<file path="src/rtl/wake_pkg.sv">
package wake_pkg;
    localparam int HOUR_W   = 4;
    localparam int TENS_W   = 3;
    localparam int ONES_W   = 4;
    localparam int HOUR_TOP = 12;
    localparam int ONES_MOD = 10;
    localparam int TENS_MOD = 6;

    typedef enum logic [1:0] {
        ST_IDLE = 2'd0,
        ST_HRS  = 2'd1,
        ST_MINS = 2'd2
    } set_state_e;

    typedef struct packed {
        logic              pm;
        logic [HOUR_W-1:0] hours;
        logic [TENS_W-1:0] tens;
        logic [ONES_W-1:0] ones;
    } wtime_t;
endpackage

</file>
<file path="src/rtl/wake_set_fsm.sv">
module wake_set_fsm
    import wake_pkg::*;
(
    input  logic clk,
    input  logic rst_n,
    input  logic set_alarm,
    input  logic hour_btn,
    input  logic min_btn,
    output logic inc_hr,
    output logic inc_min
);
    set_state_e st_d, st_q;
    logic       hr_only, min_only;

    always_comb begin
        hr_only  = set_alarm && hour_btn && !min_btn;
        min_only = set_alarm && min_btn && !hour_btn;
        st_d     = ST_IDLE;
        inc_hr   = 1'b0;
        inc_min  = 1'b0;
        case (st_q)
            ST_IDLE: begin
                if (hr_only) begin
                    st_d   = ST_HRS;
                    inc_hr = 1'b1;
                end else if (min_only) begin
                    st_d    = ST_MINS;
                    inc_min = 1'b1;
                end
            end
            ST_HRS:  if (hr_only)  st_d = ST_HRS;
            ST_MINS: if (min_only) st_d = ST_MINS;
            default: st_d = ST_IDLE;
        endcase
    end

    always_ff @(posedge clk or negedge rst_n) begin
        if (!rst_n) st_q <= ST_IDLE;
        else        st_q <= st_d;
    end
endmodule

</file>
<file path="src/rtl/wake_hour_ctr.sv">
module wake_hour_ctr #(
    parameter int TOP = 12,
    parameter int W   = 4
) (
    input  logic         clk,
    input  logic         rst_n,
    input  logic         inc,
    output logic [W-1:0] hours,
    output logic         pm
);
    localparam logic [W-1:0] LAST   = W'(TOP);
    localparam logic [W-1:0] BEFORE = W'(TOP - 1);
    localparam logic [W-1:0] FIRST  = W'(1);

    typedef struct packed {
        logic         pm;
        logic [W-1:0] hr;
    } hr_state_t;

    hr_state_t s_d, s_q;

    always_comb begin
        s_d = s_q;
        if (inc) begin
            s_d.hr = (s_q.hr == LAST) ? FIRST : s_q.hr + FIRST;
            if (s_q.hr == BEFORE) s_d.pm = ~s_q.pm;
        end
    end

    always_ff @(posedge clk or negedge rst_n) begin
        if (!rst_n) s_q <= '{pm: 1'b0, hr: LAST};
        else        s_q <= s_d;
    end

    assign hours = s_q.hr;
    assign pm    = s_q.pm;
endmodule

</file>
<file path="src/rtl/wake_min_ctr.sv">
module wake_min_ctr #(
    parameter int ONES_MOD = 10,
    parameter int TENS_MOD = 6,
    parameter int OW       = 4,
    parameter int TW       = 3
) (
    input  logic          clk,
    input  logic          rst_n,
    input  logic          inc,
    output logic [TW-1:0] tens,
    output logic [OW-1:0] ones
);
    localparam logic [OW-1:0] ONES_LAST = OW'(ONES_MOD - 1);
    localparam logic [TW-1:0] TENS_LAST = TW'(TENS_MOD - 1);

    typedef struct packed {
        logic [TW-1:0] t;
        logic [OW-1:0] o;
    } min_state_t;

    min_state_t s_d, s_q;

    always_comb begin
        s_d = s_q;
        if (inc) begin
            if (s_q.o == ONES_LAST) begin
                s_d.o = '0;
                s_d.t = (s_q.t == TENS_LAST) ? '0 : s_q.t + TW'(1);
            end else begin
                s_d.o = s_q.o + OW'(1);
            end
        end
    end

    always_ff @(posedge clk or negedge rst_n) begin
        if (!rst_n) s_q <= '0;
        else        s_q <= s_d;
    end

    assign tens = s_q.t;
    assign ones = s_q.o;
endmodule

</file>
<file path="src/rtl/wake_time_store.sv">
module wake_time_store
    import wake_pkg::*;
(
    input  logic              clk,
    input  logic              rst_n,
    input  logic              set_alarm,
    input  logic              hour_btn,
    input  logic              min_btn,
    input  logic [HOUR_W-1:0] clk_hours,
    input  logic [TENS_W-1:0] clk_min_tens,
    input  logic [ONES_W-1:0] clk_min_ones,
    input  logic              clk_pm,
    output logic [HOUR_W-1:0] alm_hours,
    output logic [TENS_W-1:0] alm_min_tens,
    output logic [ONES_W-1:0] alm_min_ones,
    output logic              alm_pm,
    output logic [HOUR_W-1:0] disp_hours,
    output logic [TENS_W-1:0] disp_min_tens,
    output logic [ONES_W-1:0] disp_min_ones,
    output logic              disp_pm
);
    logic   inc_hr, inc_min;
    wtime_t alarm_t, clock_t, shown_t;

    wake_set_fsm u_fsm (
        .clk       (clk),
        .rst_n     (rst_n),
        .set_alarm (set_alarm),
        .hour_btn  (hour_btn),
        .min_btn   (min_btn),
        .inc_hr    (inc_hr),
        .inc_min   (inc_min)
    );

    wake_hour_ctr #(.TOP(HOUR_TOP), .W(HOUR_W)) u_hours (
        .clk   (clk),
        .rst_n (rst_n),
        .inc   (inc_hr),
        .hours (alarm_t.hours),
        .pm    (alarm_t.pm)
    );

    wake_min_ctr #(
        .ONES_MOD (ONES_MOD),
        .TENS_MOD (TENS_MOD),
        .OW       (ONES_W),
        .TW       (TENS_W)
    ) u_mins (
        .clk   (clk),
        .rst_n (rst_n),
        .inc   (inc_min),
        .tens  (alarm_t.tens),
        .ones  (alarm_t.ones)
    );

    always_comb begin
        clock_t = '{pm: clk_pm, hours: clk_hours, tens: clk_min_tens, ones: clk_min_ones};
        shown_t = set_alarm ? alarm_t : clock_t;
    end

    assign alm_hours     = alarm_t.hours;
    assign alm_min_tens  = alarm_t.tens;
    assign alm_min_ones  = alarm_t.ones;
    assign alm_pm        = alarm_t.pm;
    assign disp_hours    = shown_t.hours;
    assign disp_min_tens = shown_t.tens;
    assign disp_min_ones = shown_t.ones;
    assign disp_pm       = shown_t.pm;
endmodule

</file>
<file path="config.mk">
export PLATFORM = sky130hd
export DESIGN_NAME = wake_time_store
export DESIGN_NICKNAME = d
export VERILOG_FILES = /design/src/rtl/wake_pkg.sv /design/src/rtl/wake_set_fsm.sv /design/src/rtl/wake_hour_ctr.sv /design/src/rtl/wake_min_ctr.sv /design/src/rtl/wake_time_store.sv
export SDC_FILE = /design/constraint.sdc
export NUM_CORES = 1
export LEC_CHECK = 0
export ABC_CLOCK_PERIOD_IN_PS = 1600
export BUFFER_PORTS_ARGS = -buffer_cell sky130_fd_sc_hd__buf_2
export CAP_MARGIN = 5
export CORE_MARGIN = 3
export CORE_UTILIZATION = 41
export DETAILED_ROUTE_END_ITERATION = 12
export HOLD_SLACK_MARGIN = 0.1
export MAX_ROUTING_LAYER = met4
export PLACE_DENSITY = 0.75
export SLEW_MARGIN = 20
export SYNTH_ARGS = -nofsm -noshare
export SYNTH_HDL_FRONTEND = slang
export SYNTH_HIERARCHICAL = 1
export SYNTH_SLANG_ARGS = --single-unit
</file>
<file path="constraint.sdc">
create_clock -name clk -period 1.6 [get_ports clk]
set_input_delay 0.32 -clock clk [delete_from_list [all_inputs] [get_ports clk]]
set_output_delay 0.32 -clock clk [all_outputs]
set_load 0.03 [all_outputs]
</file>
Yosys cells after proc, flatten, opt, wreduce, memory -nomap -nowiden
Index checks and enable logic that the tools add are counted.

Flip-flop bits (word level): 14. Bits of input ports: 17. Output and inout bits: 24. Logic and storage cells: 37.

Add/subtract/negate cells: 3. Eq/ne operators: 6. Mux-type cells: 13. Bitwise operators: 1. Reduce and logical (&&, ||, !) cells: 9.

Operator list (number): == test 4 bit (second input constant) (3); two-way mux 12 bit (1); adder 4 x 1 -> 4 bit (second input constant) (2); two-way mux 4 bit (2); two-way mux 1 bit (6); one-hot mux 2 bit (3 select lines) (1); logical AND 1 bit (4); two-way mux 2 bit (2); AND reduction 2 bit (2); adder 3 x 1 -> 3 bit (second input constant) (1); == test 3 bit (second input constant) (1); two-way mux 3 bit (1); == test 2 x 1 -> 1 bit (second input constant) (1); == test 2 bit (second input constant) (1); logical NOT 1 bit (2); logical NOT 2 bit (1); inverter 1 bit (1).

Longest topological paths before layout
Depth after elaboration: 6. Mapped depth: 5. Depth with buffers taken out: 5.

By module
The synthesis kept the hierarchy.

Modules (own cells, without submodules): wake_min_ctr (times used 1, cells an instance 27, area an instance 337.8 um^2, seq. area each 175.2 um^2); wake_hour_ctr (times used 1, cells an instance 24, area an instance 251.5 um^2, seq. area each 127.6 um^2); wake_time_store (times used 1, cells an instance 13, area an instance 183.9 um^2, seq. area each 0.0 um^2); wake_set_fsm (times used 1, cells an instance 7, area an instance 96.3 um^2, seq. area each 50.0 um^2).

Least setup slack after synthesis
OpenSTA, ideal clock, no wires.

Path type: flip-flop to flip-flop. From: register u_fsm.st_q[0]. To: register u_mins.s_q (netlist bit u_mins/tens[1]). Data arrival time: 1.504 ns. Data required time: 1.475 ns. Setup slack: -0.029 ns. Stages on the path, launching flop included: 6. Path buffers: 0. Cells stage by stage: dfrtp_1 > and4bb_1 > nor2b_2 > nand2_2 > nor4b_4 > mux2_2.

Word-level cells in the longest chain between the ends: 3.

RTL lines: start, declared (line wake_set_fsm.sv:12) `set_state_e st_d, st_q;`; start signal, assigned (line wake_set_fsm.sv:39) `else st_q <= st_d;`; logical NOT 2 bit (line wake_set_fsm.sv:21) `case (st_q)`; two-way mux 1 bit (line wake_set_fsm.sv:21); net inc_min (line wake_time_store.sv:22) `logic inc_hr, inc_min;`; AND reduction 2 bit (no line); end signal, assigned (line wake_min_ctr.sv:36) `if (!rst_n) s_q <= '0;`; end signal, assigned (line wake_min_ctr.sv:37) `else s_q <= s_d;`; end, declared (line wake_min_ctr.sv:21) `min_state_t s_d, s_q;`.

The timed path passes the listed nets, and every way through them passes these cells. A chain may end at the register's enable or synchronous reset.

Final worst setup path
From: register u_fsm.st_q[0]. To: register u_mins.s_q (netlist bit u_mins/tens[2]).

The elaborated chain is that of the path after synthesis.

==> flow_summary.json <==
{
  "antenna_cells": 0,
  "die_area_um2": 2710,
  "power_leakage_nw": 0.647,
  "dp_cells": 144,
  "first_iter_violations": 2,
  "drv_cap": 0,
  "grt_overflow": 0,
  "ys_types": 30,
  "finalMaxSlewViolations": 0,
  "vdd_drop_max_uv": 1020,
  "synthCells": 71,
  "synth_edf_count": 0,
  "io_buffers": 40,
  "setup_ws_ns": -0.0687,
  "tightest_slew_ns": 0.328,
  "wire_per_inst_um": 13.1,
  "violations": "negative setup slack",
  "min_path_type": "primary input to register",
  "finalCriticalPeriod_ns": 1.67,
  "antenna_found_initial": 0,
  "drtAntennaViolNets": 0,
  "area_growth_pct": 40.1,
  "power_density_nw_per_um2": 1600,
  "syn_nets": 90,
  "worstPathArrival_ns": 1.83,
  "core_area_um2": 1980,
  "fin_skew_ns": 0.00350,
  "setup.worst_path.end_class": "register",
  "crit_fanout": 2,
  "synth_area_leaders": "dfrtp_1, mux2_4, dfstp_2",
  "syn_area_per_cell_um2": 12.2,
  "clkTransAtPathRegs_ns": 0.08,
  "criticalPathCategory": "register to register",
  "die_h_um": 52.1,
  "cts_root_buffer": "clkbuf_4",
  "cp.required_ns": 1.76,
  "syn_area_um2": 870,
  "slew_headroom_pct": 77.9,
  "start_kind": "register",
  "setup_viol": 2,
  "drive_gt1_share_pct": 60.0,
  "track_usage_pct": 15.6,
  "ios": 41,
  "rows": 16,
  "grt_pass1_wl_um": 3040,
  "finalCritPeriodShare_pct": 104,
  "nets": 145,
  "routed_wl_um": 2000,
  "synth_top_cell_area_share_pct": 34.5,
  "async_flop_share_pct": 100,
  "htreeDepth": 1,
  "dr_total_vias": 740,
  "fin_setup_tns_ns": -0.124,
  "final_cell_area_um2": 1220,
  "cts_buffer_depth": 2,
  "cts_sinks": 14,
  "fmax_mhz": 599,
  "synth_area_leader_cell": "dfrtp_1",
  "drt-pass1-iter-count": 4,
  "grt_pass1_vias": 697,
  "remaining_drc_errors": 0,
  "ys_ff_latch": 14,
  "clock_latency_ns": 0.28,
  "avgViaCountPerCell": 4.87,
  "final-hold-violation-count": 0,
  "final_cell_count_no_fill": 152,
  "mostFrequentLayoutCells": "buf_2, mux2_4, dfrtp_1, buf_4, o21ai_0",
  "place_congestion": 0.714,
  "die_w_um": 52.1,
  "synth_ff_type": "dfrtp_1",
  "outcome": "finished with violations",
  "rsz0062_at_grt": "true",
  "grt_max_degree": 15,
  "cts_tree": "done",
  "place_hpwl_um": 1460,
  "yosysWarningCount": 6,
  "dpl_cell_area_um2": 1150,
  "initial_core_util_pct": 43.9,
  "yosysSeqAreaShare_pct": 40.6,
  "cts_buffers": 3,
  "final_common_cell": "buf_2"
}
## timing repair
| item | CTS | global route |
|---|---|---|
| endpoints found under the hold margin | 12 | 0 |
| setup endpoints to repair | 2 | 6 |
| setup buffers | 0 | 3 |
| hold buffers | 1 | 0 |
| gates resized for setup | 1 | 3 |
| cloned | 0 | 0 |
## metal layers
metal	GRT usage (%)	part of all wire [%]	up-vias
met4	8.73	1.7	0
met2	26.2	50	24
met5	-	0	-
li1	-	-	365
met3	2.87	6.3	4
met1	17.5	42	347
## worst max-delay path, stage by stage (launching register included)
cell      delay, ns
dfrtp_1        0.38
and4bb_1       0.29
nor2b_4        0.16
nand2_2        0.08
nor4b_4        0.30
mux2_4         0.34
## logic make-up (layout without fill, tap and decap cells)
family | after synthesis | after routing | synth area share (%)
AO/OA/AOI/OAI | 12 | 12 | 8.06
XOR/XNOR | 4 | 4 | 4.03
adder cells (fa/ha/maj) | 2 | 2 | 2.88
buffers and inverters | 4 | 58 | 2.59
flip-flops | 14 | 14 | 40.6
multiplexers | 14 | 14 | 22.4
AND/OR/NAND/NOR | 21 | 21 | 19.4
## final timing paths
check	from	to	slack [ns]	cells past startpoint
worst max register to register	u_fsm/st_q[0]	u_mins/tens[2]	-0.07	5
min in group asynchronous	rst_n	u_mins/tens[1]	0.47	2
worst min-delay path	min_btn	u_fsm/st_q[0]	0.30	3
worst max-delay path	u_fsm/st_q[0]	u_mins/tens[2]	-0.07	5
max in group asynchronous	rst_n	u_hours/hours[3]	0.83	2
worst min register to register	u_hours/pm	u_hours/pm	0.48	1
## registers in the layout, summed over array words and instances, names as in the netlist
name and flops:
u_fsm/st_q 2, u_hours/hours 4, u_hours/pm 1, u_mins/ones 4, u_mins/tens 3
## per-stage QoR
stage | hold slack [ns] | power [mW] | worst slack (ns) | util, %
final | 0.297 | 1.96 | -0.0687 | 61.5
after global placement | 0.230 | 1.69 | -0.0533 | 58.0
after detailed placement | 0.231 | 1.72 | -0.140 | 58.0
after floorplan | 0.0244 | 1.41 | 0.00222 | -
after global routing | 0.295 | 2.08 | -0.151 | 61.5
after CTS | 0.287 | 1.94 | -0.0560 | 60.0
## power breakdown
part	internal, mW	switching (mW)
Sequential	0.490	0.181
Combinational	0.429	0.644
Clock	0.0967	0.114
## cells in the mapped netlist (all sizes together) (2+ instances only)
master	number
a21oi	3
dfrtp	12
dfstp	2
ha	2
inv	3
mux2	14
nand2	5
nand2b	2
nor2b	3
nor3	2
nor4b	2
o21ai	6
xor2	3
## area by class of cell
type	count	area (um2)
repair buffers	51	288
inverters	3	11.3
clock buffers	4	26.3
well taps	27	33.8
fillers	168	763
multi-input cells	53	507
flip-flops and latches	14	353
(Power assumes the default switching activity.)
